[src/rtl/sir_pkg.sv]
// Shared types for the infrared pulse encoder.
// Assumes nothing beyond a single clock domain.
package sir_pkg;
    typedef enum logic {
        SIR_NORMAL = 1'b0,
        SIR_LOWPWR = 1'b1
    } sir_mode_e;
endpackage

[src/rtl/sir_phase_counter.sv]
// Counts 16x ticks within a bit period and flags the bit boundary.
// Assumes tick is a one-cycle strobe; the count restarts whenever the
// encoder is inactive, so the first tick after activation is a boundary.
module sir_phase_counter #(
    parameter int OVERSAMPLE = 16,
    localparam int PH_W      = $clog2(OVERSAMPLE)
) (
    input  logic            clk,
    input  logic            rst_n,
    input  logic            active,
    input  logic            tick,
    output logic [PH_W-1:0] phase,
    output logic            boundary
);
    // A boundary is a tick taken at phase zero while active.
    assign boundary = active && tick && (phase == '0);

    // Advance the phase on every tick, wrapping at OVERSAMPLE.
    always_ff @(posedge clk) begin
        if (!rst_n || !active) begin
            phase <= '0;
        end else if (tick) begin
            if (phase == PH_W'(OVERSAMPLE - 1)) phase <= '0;
            else                                phase <= phase + 1'b1;
        end
    end

    // every active tick moves the phase on by one position.
    assert_phase_step_R6: assert property (@(posedge clk) disable iff (!rst_n)
        (active && tick) |=> (phase == PH_W'(($past(phase) + 1) % OVERSAMPLE)));
endmodule

[src/rtl/sir_pulse_timer.sv]
// Holds the light-on state for the current bit. It starts a pulse at a
// boundary when the sampled bit is zero and ends it after NORM_WIDTH 16x
// ticks or LP_WIDTH low-power ticks, depending on the mode latched at that
// boundary. Assumes both ticks are one-cycle strobes.
module sir_pulse_timer
    import sir_pkg::*;
#(
    parameter int OVERSAMPLE = 16,
    parameter int NORM_WIDTH = 3,
    parameter int LP_WIDTH   = 3,
    localparam int PH_W      = $clog2(OVERSAMPLE),
    localparam int LP_W      = $clog2(LP_WIDTH + 1)
) (
    input  logic            clk,
    input  logic            rst_n,
    input  logic            active,
    input  logic            tick,
    input  logic            lp_tick,
    input  logic            boundary,
    input  logic [PH_W-1:0] phase,
    input  logic            tx_bit,
    input  logic            lp_mode,
    output logic            light
);
    sir_mode_e       mode_q;
    logic [LP_W-1:0] lp_left;

    // Start, time and end each pulse; clear everything while inactive.
    always_ff @(posedge clk) begin
        if (!rst_n || !active) begin
            light   <= 1'b0;
            mode_q  <= SIR_NORMAL;
            lp_left <= '0;
        end else if (boundary) begin
            light   <= ~tx_bit;
            mode_q  <= sir_mode_e'(lp_mode);
            lp_left <= LP_W'(LP_WIDTH);
        end else begin
            if (mode_q == SIR_NORMAL && tick && phase == PH_W'(NORM_WIDTH))
                light <= 1'b0;
            if (mode_q == SIR_LOWPWR && lp_tick && lp_left != '0) begin
                lp_left <= lp_left - 1'b1;
                if (lp_left == LP_W'(1)) light <= 1'b0;
            end
        end
    end

    // a normal-mode pulse lives only in phases 1..NORM_WIDTH.
    assert_norm_window_R1: assert property (@(posedge clk) disable iff (!rst_n)
        (light && mode_q == SIR_NORMAL) |-> (phase != '0 && phase <= PH_W'(NORM_WIDTH)));
    // an inactive encoder is dark on the next cycle.
    assert_dark_inactive_R3: assert property (@(posedge clk) disable iff (!rst_n)
        !active |=> !light);
    // a one sampled at a boundary gives no light.
    assert_one_dark_R5: assert property (@(posedge clk) disable iff (!rst_n)
        (boundary && tx_bit) |=> !light);
    // light only ever turns on right after a boundary.
    assert_start_aligned_R6: assert property (@(posedge clk) disable iff (!rst_n)
        $rose(light) |-> $past(boundary));
    // the latched mode holds between boundaries.
    assert_mode_hold_R7: assert property (@(posedge clk) disable iff (!rst_n)
        (active && !boundary) |=> $stable(mode_q));
endmodule

[src/rtl/sir_pulse_encoder.sv]
// Top of the infrared pulse encoder. It combines the enables, counts bit
// phase, times pulses and drives the active-low light output and the
// gated TXD line. Assumes ticks are one-cycle strobes in the clk domain.
module sir_pulse_encoder #(
    parameter int OVERSAMPLE = 16,
    parameter int NORM_WIDTH = 3,
    parameter int LP_WIDTH   = 3
) (
    input  logic clk,
    input  logic rst_n,
    input  logic baud16_tick,
    input  logic lp_tick,
    input  logic uart_en,
    input  logic sir_en,
    input  logic lp_mode,
    input  logic tx_bit,
    output logic sir_out_n,
    output logic txd
);
    localparam int PH_W = $clog2(OVERSAMPLE);

    logic            active;
    logic [PH_W-1:0] phase;
    logic            boundary;
    logic            light;

    // SIR enable only counts while the UART itself is enabled.
    assign active = uart_en && sir_en;

    sir_phase_counter #(.OVERSAMPLE(OVERSAMPLE)) u_phase (
        .clk      (clk),
        .rst_n    (rst_n),
        .active   (active),
        .tick     (baud16_tick),
        .phase    (phase),
        .boundary (boundary)
    );

    sir_pulse_timer #(
        .OVERSAMPLE (OVERSAMPLE),
        .NORM_WIDTH (NORM_WIDTH),
        .LP_WIDTH   (LP_WIDTH)
    ) u_timer (
        .clk      (clk),
        .rst_n    (rst_n),
        .active   (active),
        .tick     (baud16_tick),
        .lp_tick  (lp_tick),
        .boundary (boundary),
        .phase    (phase),
        .tx_bit   (tx_bit),
        .lp_mode  (lp_mode),
        .light    (light)
    );

    // Drive light as a low level; mark TXD while infrared owns the line.
    assign sir_out_n = ~(light && active && rst_n);
    assign txd       = active ? 1'b1 : tx_bit;

    // TXD is at marking whenever the encoder is active.
    assert_txd_mark_R4: assert property (@(posedge clk) disable iff (!rst_n)
        active |-> txd);
    // the pin is dark whenever the encoder is inactive.
    assert_pin_dark_R3: assert property (@(posedge clk) disable iff (!rst_n)
        !active |-> sir_out_n);
endmodule

[config.mk]
export PLATFORM = sky130hd
export DESIGN_NAME = sir_pulse_encoder
export DESIGN_NICKNAME = d
export VERILOG_FILES = /design/src/rtl/sir_pkg.sv /design/src/rtl/sir_phase_counter.sv /design/src/rtl/sir_pulse_timer.sv /design/src/rtl/sir_pulse_encoder.sv
export SDC_FILE = /design/constraint.sdc
export NUM_CORES = 1
export LEC_CHECK = 0
export BUFFER_PORTS_ARGS = -buffer_cell sky130_fd_sc_hd__buf_2
export CAP_MARGIN = 20
export CORE_AREA = 2 2 39 41
export CTS_CLUSTER_SIZE = 8
export DETAILED_ROUTE_END_ITERATION = 12
export DIE_AREA = 0 0 41 43
export GPL_ROUTABILITY_DRIVEN = 1
export PLACE_DENSITY = 0.6
export SYNTH_ARGS = -nofsm -noshare
export SYNTH_HDL_FRONTEND = slang
export SYNTH_HIERARCHICAL = 1
export SYNTH_SLANG_ARGS = --single-unit
[constraint.sdc]
create_clock -name clk -period 3 [get_ports clk]
set_input_delay 0.3 -clock clk [delete_from_list [all_inputs] [get_ports clk]]
set_output_delay 0.3 -clock clk [all_outputs]
set_load 0.02 [all_outputs]
* Yosys cells after proc, flatten, opt, wreduce, memory -nomap -nowiden
Cells that the tools add are included.
W data, S select, Z words.
** Storage, ports and cells
- Input bits :: 8
- Flip-flop bits (word level) :: 8
- Output and inout port bits :: 2
- Word-level logic and storage cells :: 35
** Operators by class
- $add $sub $neg :: 2
- Bitwise logic cells :: 3
- Multiplexer cells :: 8
- Reductions and logical operators :: 15
- Equality and inequality tests :: 3
** Operators by type and width (count)
- $logic_and A1 B1 Y1 :: 9
- $mux W1 :: 5
- $add A4 B1 Y4 const B :: 1
- $eq A4 B2 Y1 const B :: 1
- $eq A4 B4 Y1 const B :: 1
- $logic_not A4 Y1 :: 1
- $mux W2 :: 2
- $mux W4 :: 1
- $reduce_bool A2 Y1 :: 2
- $not A1 Y1 :: 3
- $eq A2 B1 Y1 const B :: 1
- $logic_not A1 Y1 :: 2
- $sub A2 B1 Y2 const B :: 1
- $logic_or A1 B1 Y1 :: 1

* Depth between registers and ports, before layout
Gate-level depths: netlist (run 1).
- Word-level depth :: 7
- Gate-level depth with buffers :: 5
- Gate-level depth less buffers :: 5

* By module
Netlist (run 1), hierarchy kept.
** By module, submodules not included
- sir_pulse_timer :: area an instance 216.5 um^2, cells an instance 24, times used 1, seq. area each 80.1 um^2
- sir_phase_counter :: area an instance 207.7 um^2, cells an instance 25, times used 1, seq. area each 80.1 um^2
- sir_pulse_encoder :: area an instance 20.0 um^2, cells an instance 3, times used 1, seq. area each 0.0 um^2

* Least setup slack after synthesis (run 1)
Ideal clock, no wire load.
- Path type :: reg-to-reg
- From :: register u_phase.phase[0]
- To :: register u_timer.light
- Cell stages (with the launch flop) :: 6
- Data required time :: 2.908 ns
- Data arrival time :: 1.171 ns
- Period minus slack after synthesis :: 1.263 ns
- Setup slack :: 1.737 ns
- Setup time :: 0.092 ns
- Path buffers :: 0
- Path through :: dfxtp_1 inv_2 ha_1 and4_1 nand4b_1 o32ai_1
** Between the ends
- Elaborated cells on any way between the ends :: 8
- Classes of those cells :: eq/ne (1); mux (4); reduce/logical (3)
** RTL lines
- start, declared :: RTL line sir_phase_counter.sv:12 : output logic [PH_W-1:0] phase,
- start signal, assigned :: RTL line sir_phase_counter.sv:24 : else phase <= phase + 1'b1;
- $logic_not A4 Y1 :: RTL line sir_phase_counter.sv:16 : assign boundary = active && tick && (phase == '0);
- $logic_and A1 B1 Y1 :: RTL line sir_phase_counter.sv:16
- via boundary :: RTL line sir_pulse_encoder.sv:24 : logic boundary;
- $mux W1 :: RTL line sir_pulse_timer.sv:34 : end else if (boundary) begin
- end signal, assigned :: RTL line sir_pulse_timer.sv:35 : light <= ~tx_bit;
- end, declared :: RTL line sir_pulse_timer.sv:23 : output logic light
The timed path passes the listed nets, and every way through them passes these cells.
A chain may end at the register's enable or synchronous reset.

* Worst setup path in the final report (run 1)
Ends and elaborated chain as after synthesis.

==> results of run 1 <==
==> cell families after synthesis <==
| family | count (synthesis) | share of synthesized area |
|---|---|---|
| simple gates | 22 | 0.279 |
| compound gates | 8 | 0.113 |
| buf+inv | 6 | 0.0507 |
| flops | 8 | 0.361 |
| xor+xnor | 2 | 0.0394 |
| fa+ha+maj | 4 | 0.113 |
| mux | 2 | 0.0451 |
==> worst max path at each step <==
stage | startpoint | end | slack (ns) | cells after the start
2_1_floorplan | u_phase/phase[0] | u_timer/light | 1.74 | 5
3_3_place_gp | u_phase/phase[0] | u_timer/light | 1.68 | 5
3_5_place_dp | u_phase/phase[0] | u_timer/light | 1.67 | 5
4_1_cts | u_phase/phase[0] | u_timer/light | 1.65 | 5
5_1_grt | u_phase/phase[0] | u_timer/light | 1.50 | 5
6_report | u_phase/phase[0] | u_timer/light | 1.66 | 5
==> report_power, final <==
group	leakage, nW	internal, mW	total, mW	switching, mW
logic	0.117	0.00805	0.0176	0.00958
clock network	0.0138	0.0458	0.0820	0.0363
registers	0.0646	0.107	0.108	0.000788
total	0.195	0.161	0.208	0.0466
==> final cells by class <==
cell class | count | area [sq um]
Multi-Input combinational cell | 38 | 262
Clock buffer | 3 | 22.5
Inverter | 6 | 22.5
Tap cell | 16 | 20.0
Sequential cell | 8 | 160
Fill cell | 140 | 852
Timing Repair Buffer | 9 | 45.0
==> worst max-delay path, delay by kind of cell (launching register included) <==
family                     cells  cell delay, ns
AOI/OAI and AO/OA              1            0.20
adders and majority gates      1            0.18
DFF                            1            0.39
buffers and inverters          1            0.06
and+or+nand+nor                2            0.41
==> through the flow <==
step	setup WS, ns	hold slack [ns]	area [sq um]	util
finish	1.66	0.298	532	0.384
global route	1.50	0.312	532	0.384
CTS	1.65	0.303	532	0.384
detailed placement	1.67	0.497	509	0.368
global placement	1.68	0.487	509	0.368
floorplan	1.74	0.447	444	-
==> placed cells by master, fill, tap and decap left out, types with 2 or more instances in the layout <==
| cell type | instances |
|---|---|
| buf_2 | 9 |
| dfxtp_1 | 8 |
| nor2_1 | 5 |
| inv_1 | 5 |
| nand2_1 | 4 |
| a21oi_1 | 4 |
| ha_1 | 4 |
| clkbuf_4 | 3 |
| mux2i_1 | 2 |
| nand3_1 | 2 |
| nand4b_1 | 2 |
==> flip-flops by register name (all words and copies together), names as in the netlist <==
| name | flops |
|---|---|
| u_timer/light | 1 |
| u_timer/lp_left | 2 |
| u_phase/phase | 4 |
| u_timer/mode_q | 1 |
==> routing by layer <==
metal / up-vias / part of all wire / GRT usage
met1: 165 / 0.46 / 0.139
met3: 4 / 0.052 / 0.0314
met2: 12 / 0.46 / 0.159
met5: - / 0 / 0
met4: 0 / 0.034 / 0.120
li1: 208 / - / -
==> run metrics, run 1 <==
Yosys cell types=25; Max rail drop VDD=0.000203 V; Critical Path Fanout Max=5; Post-synth EDFFs=0; Resize count post-CTS=0; clock latency on the worst-skew pair=0.25 ns; Fin Clk Skew=0.00201 ns; cells after synthesis=52; Final Non-Filler Cells=80; hold violation count in the final report=0; largest cells by area after synthesis=dfxtp_1 (36%), ha_1 (11%), a21oi_1 (4.5%); Setup Total Neg Slack=0 ns; Critical Path RT=3.17 ns; hold path cells=3; share of the yosys chip area belonging to registers=0.361; Num CTS Buffers=3; number of global-route vias before repair=347; Worst EP arrival=1.50 ns; number of diodes=0; Antenna Nets Post-Route=0; crit share post-route=0.446; Hold-fix buffers, CTS=0; first-pass GRT wire length=1330 um; Reg2Reg Depth=5; CTS Sinks=8; launch point of the worst reg-to-reg path=u_phase/phase[0]; critical path, cell by cell=inv_2 -> ha_1 -> and4_1 -> nand4b_1 -> o32ai_1; Area Growth Syn to Fin=19.7%; final max-slew violation count=0; RSZ-0062 raised after global routing=false; Placed Cells=77; P_leak=0.195 nW; Core Area=1380 sq um; most frequent cell after synthesis=dfxtp_1; layout cells sized above 1=0.203; Post-synth ARST share=0; DP Wirelength=630 um; Hold Path Sink=u_timer/mode_q; CP Capture Type=flop; r2r setup slk=1.66 ns; PortBufs=9; row count=14; CTS tree=built; root buf cell=clkbuf_4; # H-tree levels=1; Mapped Nets=64; top-area cell type share of the netlist area=0.361; largest net degree at the start of global routing=8; die span in y=43 um; Slowest cell on crit path=dfxtp_1; Yosys reg bits=8; Post-synth top cells=dfxtp_1 (8), inv_1 (5), nor2_1 (5); Initial Util=0.321; via/cell ratio=4.86; Hold Crit Class=input pin to flop; Hold Crit Start=lp_mode; fmax=0.747 GHz; cell taking the most area after synthesis=dfxtp_1; drt total wl=805 um; chip width=41 um; I/O pins=10; total global routing overflow=0; Synthesis Warnings=6; Layout Nets=78; average cell area after synthesis=8.54 sq um; Crit Path Class=flop to flop; Worst path max stage delay=0.39 ns; Bufs on Longest Clock Path=2; maxcap violations=0; Synth Flop Type=dfxtp_1; Post-CTS Setup Inserts=0; # setup viols final=0; die area=1760 sq um; Synth Cell Area=444 sq um; Tmin final=1.34 ns; DR WL/cell=10.1 um; drt drc=0; Slew @ Worst Pin=0.205 ns; initial drt markers=8; CP Launch Type=flop; initial antenna violation count=0; Rel. slew slack=0.863; Pre-antenna DRT Iters=4; worst reg2reg path endpoint=u_timer/light; pwr/cell area=391 nW/um^2; GRT Total Usage=0.119; status=finished, final reports clean; via count=389; Total Power=208 uW; clock slew at reported path FFs=0.05 ns; GP Congestion=0.812
Note: power is estimated with default switching activity, not from simulation.
==> inputs of run 2 (changes only) <==
- PLACE_DENSITY: 0.6 -> 0.62
- clock period: 3 -> 1.1 ns (I/O delays scaled with it)
==> run 2 against run 1 <==
The run now ends with negative setup slack left. Critical endpoint unchanged. Via count rose by 11%. Design area is 27% higher. Fmax is 16% higher. Global-route usage increased by 1.9 points. Non-clock buffer count is 11 higher. Sequential power rose to 2.7 times the previous value.
==> run metrics, run 2 (synthesis results as in run 1) <==
initial drt markers=1; GRT Total Usage=0.138; number of flip-flops in the largest register=4; via/cell ratio=4.76; largest registers=u_phase/phase (4), u_timer/lp_left (2); maxcap violations=0; clock latency on the worst-skew pair=0.25 ns; GP Congestion=0.727; chip width=41 um; Bufs on Longest Clock Path=2; clock slew at reported path FFs=0.05 ns; pwr/cell area=872 nW/um^2; initial antenna violation count=0; commonest non-fill, non-tap cell in the layout=buf_4; Hold Crit Class=input pin to flop; Biggest register=u_phase/phase; CP Capture Type=flop; failing checks=negative setup slack; root buf cell=clkbuf_4; Worst EP arrival=1.28 ns; I/O pins=10; Final Cell Area=677 sq um; number of global-route vias before repair=405; Initial Util=0.321; PortBufs=9; die span in y=43 um; post-placement cell area=584 sq um; row count=14; Pre-antenna DRT Iters=2; layout cells sized above 1=0.520; P_leak=0.253 nW; Fin Clk Skew=0.00626 ns; die area=1760 sq um; final max-slew violation count=0; Crit Path Class=flop to flop; Critical Path Fanout Max=4; Slew @ Worst Pin=0.253 ns; hold violation count in the final report=0; Core Area=1380 sq um; hold slack final=0.122 ns; number of diodes=0; DP Wirelength=725 um; Critical Path RT=1.23 ns; via count=433; Rel. slew slack=0.830; largest net degree at the start of global routing=8; DR WL/cell=11.3 um; Final Non-Filler Cells=91; fmax=0.866 GHz; Num CTS Buffers=3; Area Growth Syn to Fin=52.4%; Tmin final=1.15 ns; total global routing overflow=0; # H-tree levels=1; drt total wl=1030 um; RSZ-0062 raised after global routing=true; most frequent cells in the layout=buf_4 (11), buf_2 (9), nor2_1 (5), dfxtp_2 (5); CTS tree=built; Hold-fix buffers, CTS=0; crit path launch=u_timer/lp_left[0]; Antenna Nets Post-Route=0; launch point of the worst reg-to-reg path=u_timer/lp_left[0]; Max rail drop VDD=0.000410 V; drt drc=0; Hold Crit Start=lp_mode; Placed Cells=86; final critical-path setup slack=-0.0542 ns; r2r setup slk=-0.05 ns; Layout Nets=89; # setup viols final=3; CP Launch Type=flop; status=complete, but fails checks; first-pass GRT wire length=1560 um; CTS Sinks=8; crit share post-route=1.05
==> run 2: critical path, cell delays in order (launching register included) <==
cell and delay, ns:
dfxtp_2 0.33, inv_2 0.05, ha_4 0.14, nand3b_1 0.23
nor2_1 0.18, o32ai_2 0.10
==> run 2: worst paths after layout <==
| path | endpoint | cells past startpoint |
|---|---|---|
| max | u_timer/light | 5 |
| min | u_timer/mode_q | 3 |
| min reg2reg | u_timer/light | 2 |
| max reg2reg | u_timer/light | 5 |
==> run 2: final cells by class <==
type	instances	area, sq um
clock buffers	3	22.5
fillers	137	707
inverters	6	22.5
multi-input cells	38	318
flip-flops and latches	8	166
well taps	16	20.0
repair buffers	20	128
==> run 2: report_power, final <==
| group | internal [mW] | switching, mW |
|---|---|---|
| Combinational | 0.0321 | 0.0327 |
| Clock | 0.125 | 0.106 |
| Sequential | 0.293 | 0.00149 |
| Total | 0.450 | 0.141 |
==> run 2: routing by layer <==
layer / wire length (um) / track usage
met1: 509 / 0.161
met2: 468 / 0.188
met3: 32 / 0.0471
met4: 19 / 0.120
met5: 0 / 0
==> run 2: timing repair <==
action	in CTS	in global routing
setup endpoints to repair	4	7
resized for setup	5	8
gates cloned	0	0
buffers inserted	2	0
pin swaps	8	5
==> run 2: through the flow <==
step                      utilization  setup WS (ns)  power (mW)  TNS, ns
after global placement          0.422         -0.127       0.358   -0.270
after floorplan                     -        -0.0627       0.327   -0.105
after CTS                       0.457        -0.0620       0.592   -0.176
final                           0.489        -0.0542       0.591   -0.148
after global routing            0.489         -0.120       0.619   -0.467
after detailed placement        0.422         -0.111       0.358   -0.272
==> inputs of run 3 (changes only) <==
- BUFFER_PORTS_ARGS: -buffer_cell sky130_fd_sc_hd__buf_2 -> -buffer_cell sky130_fd_sc_hd__buf_4
- CORE_AREA: 2 2 39 41 -> unset
- CORE_UTILIZATION: unset -> 25
- DIE_AREA: 0 0 41 43 -> unset
- PLACE_DENSITY: 0.62 -> 0.51
==> run 3 against run 2 <==
The run still ends with negative setup slack left. Highest routed layer unchanged. Core utilization decreased by 4.5 points. Sequential share of layout area decreased by 1.2 points. Via count increased by 1.8%. Wire length increased by 7.0%. Sequential power about the same. Sequential cell count unchanged. Final cell count unchanged. Fmax decreased by 1.2%. Design area increased by 3.5%. Combinational power increased by 13%. Clock power decreased by 3%.
==> run metrics, run 3 (synthesis results as in run 1) <==
final core utilization=0.444; chip width=44.2 um; number of global-route vias before repair=467; Final Non-Filler Cells=91; crit share post-route=1.06; CTS tree=built; Hold Crit Start=lp_mode; via/cell ratio=4.85; # H-tree levels=1; Setup Total Neg Slack=-0.154 ns; Area Growth Syn to Fin=57.7%; row count=14; fmax=0.856 GHz; root buf cell=clkbuf_4; # setup viols final=3; I/O pins=10; Layout Nets=89; Final Cell Area=701 sq um; via count=441; launch point of the worst reg-to-reg path=u_phase/phase[0]; clock latency on the worst-skew pair=0.25 ns; clock slew at reported path FFs=0.06 ns; Initial Util=0.282; Crit Path Class=flop to flop; Max rail drop VDD=0.000319 V; final max-slew violation count=0; GRT Total Usage=0.133; critical path, cell by cell=inv_2 -> ha_4 -> and4_4 -> nand4b_1 -> o32ai_2; total global routing overflow=0; pwr/cell area=845 nW/um^2; Tmin final=1.17 ns; post-placement cell area=607 sq um; Slew @ Worst Pin=0.257 ns; GP Congestion=0.734; CP Capture Type=flop; die area=1950 sq um; first-pass GRT wire length=1800 um; Core Area=1580 sq um; initial drt markers=6; Worst path max stage delay=0.33 ns; largest registers=u_phase/phase (4), u_timer/lp_left (2); crit path launch=u_phase/phase[0]; DP Wirelength=823 um; Total Power=592 uW; CP Launch Type=flop; Biggest register=u_phase/phase; Fillers=160; Multi-input gate area=322 sq um; largest net degree at the start of global routing=8; commonest non-fill, non-tap cell in the layout=buf_4; Antenna Nets Post-Route=0; Hold Crit Class=input pin to flop; DR WL/cell=12.1 um; sequential cell area=164 sq um; Pre-antenna DRT Iters=6; P_leak=0.264 nW; RSZ-0062 raised after global routing=true; drt drc=0; Rel. slew slack=0.827; failing checks=negative setup slack; layout cells sized above 1=0.507; Fin Clk Skew=0.00828 ns; maxcap violations=0; Slowest cell on crit path=dfxtp_2; status=complete, but fails checks; number of diodes=0; Critical Path RT=1.27 ns; Bufs on Longest Clock Path=2; PortBufs=9; drt total wl=1100 um; die span in y=44.2 um; final critical-path setup slack=-0.0685 ns; initial antenna violation count=0; hold violation count in the final report=0; Critical Path Fanout Max=5; most frequent cells in the layout=buf_4 (20), nor2_1 (5), dfxtp_1 (5), inv_2 (4), nand2_1 (4); Worst EP arrival=1.34 ns; number of flip-flops in the largest register=4; Num CTS Buffers=3; Placed Cells=86; CTS Sinks=8
run 3: cell counts in the layout (fill, tap and decap cells not counted):
Identical to the previous run, type by type.
run 3: final cells by class:
| class | instances | share of cell area |
|---|---|---|
| flip-flops and latches | 8 | 0.234 |
| well taps | 16 | 0.0286 |
| inverters | 6 | 0.0321 |
| multi-input cells | 38 | 0.459 |
| clock buffers | 3 | 0.0321 |
| repair buffers | 20 | 0.214 |
run 3: per-stage QoR:
step | setup slack [ns] | hold slack [ns]
after floorplan | -0.0627 | 0.257
after global placement | -0.137 | 0.371
after detailed placement | -0.122 | 0.358
after CTS | -0.0693 | 0.106
after global routing | -0.143 | 0.123
final | -0.0685 | 0.103
run 3: final timing paths:
path	slack (ns)	to	depth (start not counted)
max	-0.07	u_timer/light	5
min	0.10	u_timer/mode_q	3
max reg2reg	-0.07	u_timer/light	5
min reg2reg	0.54	u_timer/light	2
run 3: worst max-delay path, delay by kind of cell (launching register included):
| kind | cells | cell delay (ns) |
|---|---|---|
| buffers and inverters | 1 | 0.05 |
| AOI/OAI and AO/OA | 1 | 0.21 |
| and+or+nand+nor | 2 | 0.35 |
| DFF | 1 | 0.33 |
| adders and majority gates | 1 | 0.14 |
run 3: what timing repair did:
action                                  4_1_cts  5_1_grt
resized for setup                             6        7
buffers inserted                              1        1
hold endpoints to repair                      0        0
endpoints found under the setup margin        5        7
hold buffers                                  0        0
pin swaps                                     5        7
run 3: power by group:
part | switching, mW | internal [mW]
registers | 0.00160 | 0.293
clock network | 0.0992 | 0.125
logic | 0.0324 | 0.0410
total | 0.133 | 0.459
run 3: layer usage:
metal | GRT usage | wire, um | share of wire
met1 | 0.146 | 508 | 0.46
met2 | 0.203 | 537 | 0.49
met3 | 0.0490 | 35 | 0.032
met4 | 0.109 | 19 | 0.017
met5 | 0 | 0 | 0
